===== src/rtl/vbd_pkg.sv =====
package vbd_pkg;

  typedef enum logic [2:0] {
    SEL_SRC_HI = 3'd0,
    SEL_SRC_LO = 3'd1,
    SEL_DST_HI = 3'd2,
    SEL_DST_LO = 3'd3,
    SEL_CTRL   = 3'd4
  } vbd_sel_e;

  typedef enum logic {
    PH_RD = 1'b0,
    PH_WR = 1'b1
  } vbd_phase_e;

endpackage


===== src/rtl/vbd_addr_gen.sv =====
module vbd_addr_gen #(
  parameter int ADDR_W      = 16,
  parameter int BLOCK_BYTES = 16,
  parameter int VRAM_BASE   = 32'h8000,
  parameter int VRAM_SIZE   = 8192
) (
  input  logic              clk,
  input  logic              rst,
  input  logic [ADDR_W-1:0] src_raw,
  input  logic [ADDR_W-1:0] dst_raw,
  input  logic              load,
  input  logic              step_src,
  input  logic              step_dst,
  output logic              src_bad,
  output logic [ADDR_W-1:0] src_cnt,
  output logic [ADDR_W-1:0] dst_cnt
);

  localparam logic [ADDR_W-1:0] ALIGN_MASK = ~ADDR_W'(BLOCK_BYTES - 1);
  localparam logic [ADDR_W-1:0] DST_MASK   = ADDR_W'(VRAM_SIZE - 1) & ALIGN_MASK;
  localparam logic [ADDR_W-1:0] VBASE      = ADDR_W'(VRAM_BASE);
  localparam logic [ADDR_W:0]   VEND       = (ADDR_W+1)'(VRAM_BASE + VRAM_SIZE);

  logic [ADDR_W-1:0] src_aligned;
  logic [ADDR_W-1:0] dst_mapped;

  assign src_aligned = src_raw & ALIGN_MASK;
  assign dst_mapped  = (dst_raw & DST_MASK) | VBASE;
  assign src_bad     = (src_aligned >= VBASE) && ({1'b0, src_aligned} < VEND);

  always_ff @(posedge clk) begin
    if (rst) begin
      src_cnt <= '0;
      dst_cnt <= '0;
    end else if (load) begin
      src_cnt <= src_aligned;
      dst_cnt <= dst_mapped;
    end else begin
      if (step_src) src_cnt <= src_cnt + ADDR_W'(1);
      if (step_dst) dst_cnt <= dst_cnt + ADDR_W'(1);
    end
  end

  // the source advances by exactly one after each read cycle
  p_src_step_r5: assert property (@(posedge clk) disable iff (rst)
    step_src && !load |=> src_cnt == $past(src_cnt) + ADDR_W'(1));

  // a freshly loaded destination is aligned and inside the video window
  p_dst_window_r2: assert property (@(posedge clk) disable iff (rst)
    load |=> ((dst_cnt & ~ALIGN_MASK) == '0) && (dst_cnt >= VBASE) && ({1'b0, dst_cnt} < VEND));

endmodule


===== src/rtl/vbd_seq.sv =====
module vbd_seq
  import vbd_pkg::*;
#(
  parameter int CNT_W       = 7,
  parameter int BLOCK_BYTES = 16
) (
  input  logic             clk,
  input  logic             rst,
  input  logic             accept,
  input  logic             hb_mode_in,
  input  logic [CNT_W-1:0] len_field,
  input  logic             hblank_pulse,
  input  logic             ctrl_zero,
  output logic             busy,
  output logic             hb_active,
  output logic             done,
  output logic             step_src,
  output logic             step_dst
);

  localparam int SHIFT = $clog2(BLOCK_BYTES);
  localparam int LEN_W = CNT_W + SHIFT + 1;

  vbd_phase_e         phase;
  logic [LEN_W-1:0]   left;
  logic [LEN_W-1:0]   len_gen;
  logic [LEN_W-1:0]   len_blk;
  logic               start_gen;
  logic               start_hb;

  assign len_gen   = LEN_W'({1'b0, len_field} + (CNT_W+1)'(1)) << SHIFT;
  assign len_blk   = LEN_W'(BLOCK_BYTES);
  assign start_gen = accept && !hb_active && !hb_mode_in;
  assign start_hb  = hb_active && hblank_pulse && !busy && !accept;
  assign step_src  = busy && (phase == PH_RD);
  assign step_dst  = busy && (phase == PH_WR);
  assign done      = step_dst && (left == LEN_W'(1));

  always_ff @(posedge clk) begin
    if (rst) begin
      hb_active <= 1'b0;
    end else if (accept) begin
      hb_active <= hb_mode_in;
    end else if (done && hb_active && ctrl_zero) begin
      hb_active <= 1'b0;
    end
  end

  always_ff @(posedge clk) begin
    if (rst) begin
      busy  <= 1'b0;
      phase <= PH_RD;
      left  <= '0;
    end else if (start_gen || start_hb) begin
      busy  <= 1'b1;
      phase <= PH_RD;
      left  <= start_gen ? len_gen : len_blk;
    end else if (busy) begin
      if (phase == PH_RD) begin
        phase <= PH_WR;
      end else begin
        phase <= PH_RD;
        left  <= left - LEN_W'(1);
        if (left == LEN_W'(1)) busy <= 1'b0;
      end
    end
  end

  // every read cycle is followed by its write cycle
  p_wr_follows_rd_r4: assert property (@(posedge clk) disable iff (rst)
    step_src |=> step_dst);

  // the wrapping block ends line-gap mode and the engine idles
  p_hb_end_r8: assert property (@(posedge clk) disable iff (rst)
    done && hb_active && ctrl_zero |=> !hb_active && !busy);

  // with line-gap mode off, a pulse never starts a copy
  p_pulse_idle_r9: assert property (@(posedge clk) disable iff (rst)
    !hb_active && !busy && !accept |=> !busy);

endmodule


===== src/rtl/vbd_regs.sv =====
module vbd_regs
  import vbd_pkg::*;
#(
  parameter int DATA_W = 8
) (
  input  logic                  clk,
  input  logic                  rst,
  input  logic                  reg_we,
  input  logic [2:0]            reg_sel,
  input  logic [DATA_W-1:0]     reg_wdata,
  input  logic                  busy,
  input  logic                  accept,
  input  logic                  done,
  input  logic                  hb_active,
  input  logic [2*DATA_W-1:0]   src_wb,
  input  logic [2*DATA_W-1:0]   dst_wb,
  output logic [DATA_W-1:0]     src_hi_q,
  output logic [DATA_W-1:0]     src_lo_q,
  output logic [DATA_W-1:0]     dst_hi_q,
  output logic [DATA_W-1:0]     dst_lo_q,
  output logic [DATA_W-1:0]     ctrl_q
);

  vbd_sel_e sel;
  assign sel = vbd_sel_e'(reg_sel);

  always_ff @(posedge clk) begin
    if (rst) begin
      src_hi_q <= '0;
      src_lo_q <= '0;
      dst_hi_q <= '0;
      dst_lo_q <= '0;
      ctrl_q   <= '0;
    end else if (done) begin
      src_hi_q <= src_wb[2*DATA_W-1:DATA_W];
      src_lo_q <= src_wb[DATA_W-1:0];
      dst_hi_q <= dst_wb[2*DATA_W-1:DATA_W];
      dst_lo_q <= dst_wb[DATA_W-1:0];
      if (hb_active) ctrl_q <= ctrl_q - DATA_W'(1);
      else           ctrl_q <= {1'b1, ctrl_q[DATA_W-2:0]};
    end else if (reg_we && !busy) begin
      case (sel)
        SEL_SRC_HI: src_hi_q <= reg_wdata;
        SEL_SRC_LO: src_lo_q <= reg_wdata;
        SEL_DST_HI: dst_hi_q <= reg_wdata;
        SEL_DST_LO: dst_lo_q <= reg_wdata;
        SEL_CTRL:   if (accept) ctrl_q <= {1'b0, reg_wdata[DATA_W-2:0]};
        default:    ;
      endcase
    end
  end

  // while a copy runs and is not finishing, no register moves
  p_hold_busy_r11: assert property (@(posedge clk) disable iff (rst)
    busy && !done |=> $stable(ctrl_q) && $stable(src_hi_q) && $stable(src_lo_q)
                      && $stable(dst_hi_q) && $stable(dst_lo_q));

  // a finished bulk copy shows its completion flag
  p_gen_flag_r6: assert property (@(posedge clk) disable iff (rst)
    done && !hb_active |=> ctrl_q[DATA_W-1]);

endmodule


===== src/rtl/vram_block_dma.sv =====
module vram_block_dma
  import vbd_pkg::*;
#(
  parameter int DATA_W      = 8,
  parameter int BLOCK_BYTES = 16,
  parameter int VRAM_BASE   = 32'h8000,
  parameter int VRAM_SIZE   = 8192
) (
  input  logic                  clk,
  input  logic                  rst,
  input  logic                  reg_we,
  input  logic [2:0]            reg_sel,
  input  logic [DATA_W-1:0]     reg_wdata,
  input  logic                  hblank_pulse,
  output logic                  mem_rd_en,
  output logic [2*DATA_W-1:0]   mem_rd_addr,
  input  logic [DATA_W-1:0]     mem_rd_data,
  output logic                  mem_wr_en,
  output logic [2*DATA_W-1:0]   mem_wr_addr,
  output logic [DATA_W-1:0]     mem_wr_data,
  output logic                  cpu_stall,
  output logic [DATA_W-1:0]     reg_src_hi,
  output logic [DATA_W-1:0]     reg_src_lo,
  output logic [DATA_W-1:0]     reg_dst_hi,
  output logic [DATA_W-1:0]     reg_dst_lo,
  output logic [DATA_W-1:0]     reg_ctrl
);

  localparam int ADDR_W = 2 * DATA_W;
  localparam int CNT_W  = DATA_W - 1;

  logic              busy, hb_active, done, step_src, step_dst;
  logic              src_bad, accept;
  logic [ADDR_W-1:0] src_cnt, dst_cnt, dst_wb;

  assign accept = reg_we && !busy && (vbd_sel_e'(reg_sel) == SEL_CTRL) && !src_bad;
  assign dst_wb = dst_cnt + ADDR_W'(1);

  vbd_regs #(.DATA_W(DATA_W)) u_regs (
    .clk(clk), .rst(rst), .reg_we(reg_we), .reg_sel(reg_sel), .reg_wdata(reg_wdata),
    .busy(busy), .accept(accept), .done(done), .hb_active(hb_active),
    .src_wb(src_cnt), .dst_wb(dst_wb),
    .src_hi_q(reg_src_hi), .src_lo_q(reg_src_lo),
    .dst_hi_q(reg_dst_hi), .dst_lo_q(reg_dst_lo), .ctrl_q(reg_ctrl)
  );

  vbd_addr_gen #(
    .ADDR_W(ADDR_W), .BLOCK_BYTES(BLOCK_BYTES),
    .VRAM_BASE(VRAM_BASE), .VRAM_SIZE(VRAM_SIZE)
  ) u_addr (
    .clk(clk), .rst(rst),
    .src_raw({reg_src_hi, reg_src_lo}), .dst_raw({reg_dst_hi, reg_dst_lo}),
    .load(accept), .step_src(step_src), .step_dst(step_dst),
    .src_bad(src_bad), .src_cnt(src_cnt), .dst_cnt(dst_cnt)
  );

  vbd_seq #(.CNT_W(CNT_W), .BLOCK_BYTES(BLOCK_BYTES)) u_seq (
    .clk(clk), .rst(rst), .accept(accept),
    .hb_mode_in(reg_wdata[DATA_W-1]), .len_field(reg_wdata[CNT_W-1:0]),
    .hblank_pulse(hblank_pulse), .ctrl_zero(reg_ctrl == '0),
    .busy(busy), .hb_active(hb_active), .done(done),
    .step_src(step_src), .step_dst(step_dst)
  );

  assign mem_rd_en   = step_src;
  assign mem_rd_addr = src_cnt;
  assign mem_wr_en   = step_dst;
  assign mem_wr_addr = dst_cnt;
  assign mem_wr_data = mem_rd_data;
  assign cpu_stall   = busy;

  // a control write with a source in the video window starts nothing
  p_bad_src_r3: assert property (@(posedge clk) disable iff (rst)
    reg_we && !cpu_stall && (vbd_sel_e'(reg_sel) == SEL_CTRL) && src_bad
      |=> !cpu_stall && $stable(reg_ctrl));

  // memory reads and writes are never issued together
  p_rd_wr_excl_r5: assert property (@(posedge clk) disable iff (rst)
    !(mem_rd_en && mem_wr_en));

endmodule


===== config.mk =====
export PLATFORM = sky130hd
export DESIGN_NAME = vram_block_dma
export DESIGN_NICKNAME = d
export VERILOG_FILES = /design/src/rtl/vbd_pkg.sv /design/src/rtl/vbd_addr_gen.sv /design/src/rtl/vbd_seq.sv /design/src/rtl/vbd_regs.sv /design/src/rtl/vram_block_dma.sv
export SDC_FILE = /design/constraint.sdc
export NUM_CORES = 1
export LEC_CHECK = 0
export ABC_CLOCK_PERIOD_IN_PS = 5730
export CORE_UTILIZATION = 40
export DETAILED_ROUTE_END_ITERATION = 6
export PLACE_DENSITY = 0.72
export SETUP_SLACK_MARGIN = 0.3
export SLEW_MARGIN = 15
export SYNTH_ARGS = -nofsm -noshare
export SYNTH_HDL_FRONTEND = slang
export SYNTH_HIERARCHICAL = 1
export SYNTH_SLANG_ARGS = --single-unit

===== constraint.sdc =====
create_clock -name clk -period 5.73 [get_ports clk]
set_input_delay 1.146 -clock clk [delete_from_list [all_inputs] [get_ports clk]]
set_output_delay 1.146 -clock clk [all_outputs]
set_load 0.02 [all_outputs]

==> out/results.ini <==
[clock_tree]
cts.hold.buffers_added=0
clk_pin_slew_ns=0.06
cts-buffers-inserted=9
cts_sinks=87
cts_tree=built
worstSkewPairLatency_ns=0.34
postCtsSetupBuffers=0
htreeDepth=3
cts.path.max_buffers=2
root_buffer=clkbuf_16
cts_resized=0

[cells_and_area]
diodes=0
final_nets=681
final_area_mm2=0.00624
fillCellCount=1151
ff_latch_area_mm2=0.00174
multi_input_area_mm2=0.00301
drive_gt1_frac=0.0855
fin_util=0.515
syn_to_final_growth_pct=24.1

[timing]
setup_tns_ns=0
fin_worst_skew_ns=0.00637
setup_viol=0
worstMarginPinSlew_ns=1.10
relSlewSlack=0.262
rsz0062_at_grt=no
finalHoldViolCount=0
period_share=0.719
fmax_ghz=0.243
fin_crit_ns=4.12
maxSlewViolCount=0

[synth]
ys_async_sr_fraction=0
synth_top_family_by_area=simple AND/OR/NAND/NOR gates
yosysWarningCount=6
synth_compound_area_frac=0.170
synthAdderAreaFrac=0.0174
syn_nets=615
netlist_instances=585
synth_edf_count=0
yosys.area.top_type=dfxtp_1
synth_area_mm2=0.00502
synthMuxAreaShare=0.0359
synth_seq_cells=87
yosys.area_share.simple=0.290
synth_top_cell_area_share=0.347
synth_area_leaders=dfxtp_1 35%, nor2_1 6.6%, xnor2_1 4.7%
synth_flop_cell=dfxtp_1
yosysSeqAreaShare=0.347
synth_xor_area_frac=0.0837
yosysUniqueCellTypes=74
avgSynthCellArea_um2=8.59

[setup_path]
crit_path_top_delay_cell=clkinv_1
rr_endpoint=u_addr/src_cnt[13]
critical_path.max_fanout=38
crit_path_max_incr_delay_ns=0.88
critPathCaptureType=register
crit_type=in -> reg
r2r_start=u_regs/src_hi_q[5]
cp_data_arrival_time_ns=4.36
rr_worst_depth=7
start_kind=input pin
path_cells=clkdlybuf4s50_1 -> or4b_1 -> nor3b_2 -> buf_4 -> clkinv_1 -> and4_1 -> a2111oi_2
rrSetupSlack_ns=2.57
cp_data_required_time_ns=5.97

[floorplan]
io_pins=106
core_mm2=0.0121
fp.dieH_um=114
dieArea_mm2=0.0130
start_util=0.415
placementRows=40
fp.dieW_um=114

[placement]
placed_area_mm2=0.00595
place_hpwl_um=10100
gp_congestion=0.882
portBuffers=89

[run_status]
outcome=completed

[power]
power.density_mw_per_mm2=220
p_leak_nw=2.19
max-vdd-ir-drop_uv=130

[detailed_routing]
final_antenna_net_count=0
drt_iter0_markers=391
wl_per_cell_um=18.0
num_vias=4743
via_per_inst=5.76
drc=0
first_pass_iters=5
routed_wirelength_um=14800

[global_route]
grt_pass1_vias=4536
grt_use_total=0.230
grt_pass1_wl_um=23500
antenna_found_initial=0
grt_max_degree=76
grt-ovfl-total=0

[worst_hold_path]
min_from=u_regs/dst_hi_q[3]
min_path_cells=2
hp-class=reg -> reg
worstHoldEndpoint=u_addr/dst_cnt[11]

[job]
cap_violations=0

-- cell usage after synthesis, drive strengths merged, types with 2 or more instances --
cell type	count
nand4	22
xnor2	27
a2111oi	17
mux2i	18
nor4	10
nand3b	2
clkbuf	14
and4	4
buf	24
dfxtp	87
nand2b	2
a311oi	3
or2	2
a31oi	4
xor2	21
a22oi	2
or4	4
a21oi	17
nand3	27
and3	5
o211ai	5
or3	3
inv	18
o21ai	10
nor2b	2
nor3	39
or3b	3
a211oi	34
nor3b	7
ha	7
o2bb2ai	2
nand4bb	2
o32ai	2
nor2	89
nand2	33
-- stage by stage --
stage | total power, mW | setup WS, ns | cells | hold WS, ns
CTS | 1.38 | 2.09 | 823 | 0.521
global route | 1.42 | 1.30 | 823 | 0.541
detailed placement | 0.798 | 1.76 | 808 | 0.508
global placement | 0.795 | 1.84 | 808 | 0.495
floorplan | 0.742 | 2.57 | 585 | 0.474
finish | 1.37 | 1.61 | 823 | 0.511
-- routing by layer --
metal / up-vias / routed length [um] / track usage
met5: - / 0 / 0
met4: 0 / 174 / 0.0675
met3: 16 / 869 / 0.0365
met2: 158 / 7160 / 0.388
met1: 2287 / 6590 / 0.304
li1: 2282 / - / -
-- kinds of logic (layout without fill, tap and decap cells) --
kind of cell    Yosys count  after routing
fa+ha+maj                 7              7
xor+xnor                 48             48
mux                      18             18
buf+inv                  57            127
compound gates          108            108
simple gates            260            260
flops                    87             87
-- sequential cells by signal, summed over array words and instances, names as in the netlist --
register	flops
u_addr/src_cnt	16
u_addr/dst_cnt	16
u_regs/src_lo_q	8
u_regs/dst_hi_q	8
u_seq/left	12
u_regs/src_hi_q	8
u_seq/busy	1
u_seq/phase	1
u_regs/ctrl_q	8
u_seq/hb_active	1
u_regs/dst_lo_q	8
-- layout make-up --
| cell class | instances | share of cell area |
|---|---|---|
| clock buffers | 12 | 0.0395 |
| clock inverters | 3 | 0.00702 |
| inverters | 19 | 0.0114 |
| multi-input cells | 441 | 0.482 |
| flip-flops and latches | 87 | 0.279 |
| well taps | 168 | 0.0337 |
| repair buffers | 93 | 0.147 |
-- cell usage in the layout (no fill, tap or decap), types with 3 or more instances in the layout --
| cell type | instances |
|---|---|
| nand2_1 | 32 |
| and4_1 | 4 |
| a2111oi_2 | 4 |
| o21ai_0 | 6 |
| nor3_1 | 35 |
| a21oi_1 | 17 |
| nand4_1 | 18 |
| a211oi_1 | 30 |
| dfxtp_1 | 87 |
| xor2_1 | 21 |
| a211oi_2 | 4 |
| a2111oi_0 | 12 |
| nand4_2 | 3 |
| a311oi_1 | 3 |
| o211ai_1 | 5 |
| o21ai_1 | 4 |
| or4_1 | 4 |
| ha_1 | 7 |
| xnor2_1 | 27 |
| nor3b_2 | 4 |
| clkbuf_16 | 9 |
| or3_1 | 3 |
| inv_1 | 16 |
| nand3_1 | 26 |
| mux2i_1 | 18 |
| buf_4 | 4 |
| nor4_4 | 3 |
| nor2_1 | 89 |
| nor4_1 | 6 |
| clkdlybuf4s50_1 | 88 |
| a31oi_1 | 4 |
| and3_1 | 5 |
-- worst max-delay path: cells and delay by family --
kind	cells	cell delay, ns
and+or+nand+nor	3	1.24
AOI/OAI and AO/OA	1	0.19
buffers and inverters	3	1.78
-- worst max-delay path by stage --
stage,from,endpoint,slack (ns),cells past startpoint
2_1_floorplan,reg_sel[1],u_seq/left[7],2.57,7
3_3_place_gp,reg_sel[2],u_addr/src_cnt[13],1.84,7
3_5_place_dp,reg_sel[2],u_addr/src_cnt[13],1.76,7
4_1_cts,reg_sel[2],u_addr/src_cnt[13],2.09,7
5_1_grt,reg_sel[2],u_addr/src_cnt[13],1.30,7
6_report,reg_sel[2],u_addr/src_cnt[13],1.61,7
-- where the power goes --
part | internal, mW | switching (mW)
clock | 0.348 | 0.236
sequential | 0.619 | 0.0216
combinational | 0.0627 | 0.0830
total | 1.03 | 0.340
Power figures use the tool's default switching activity.
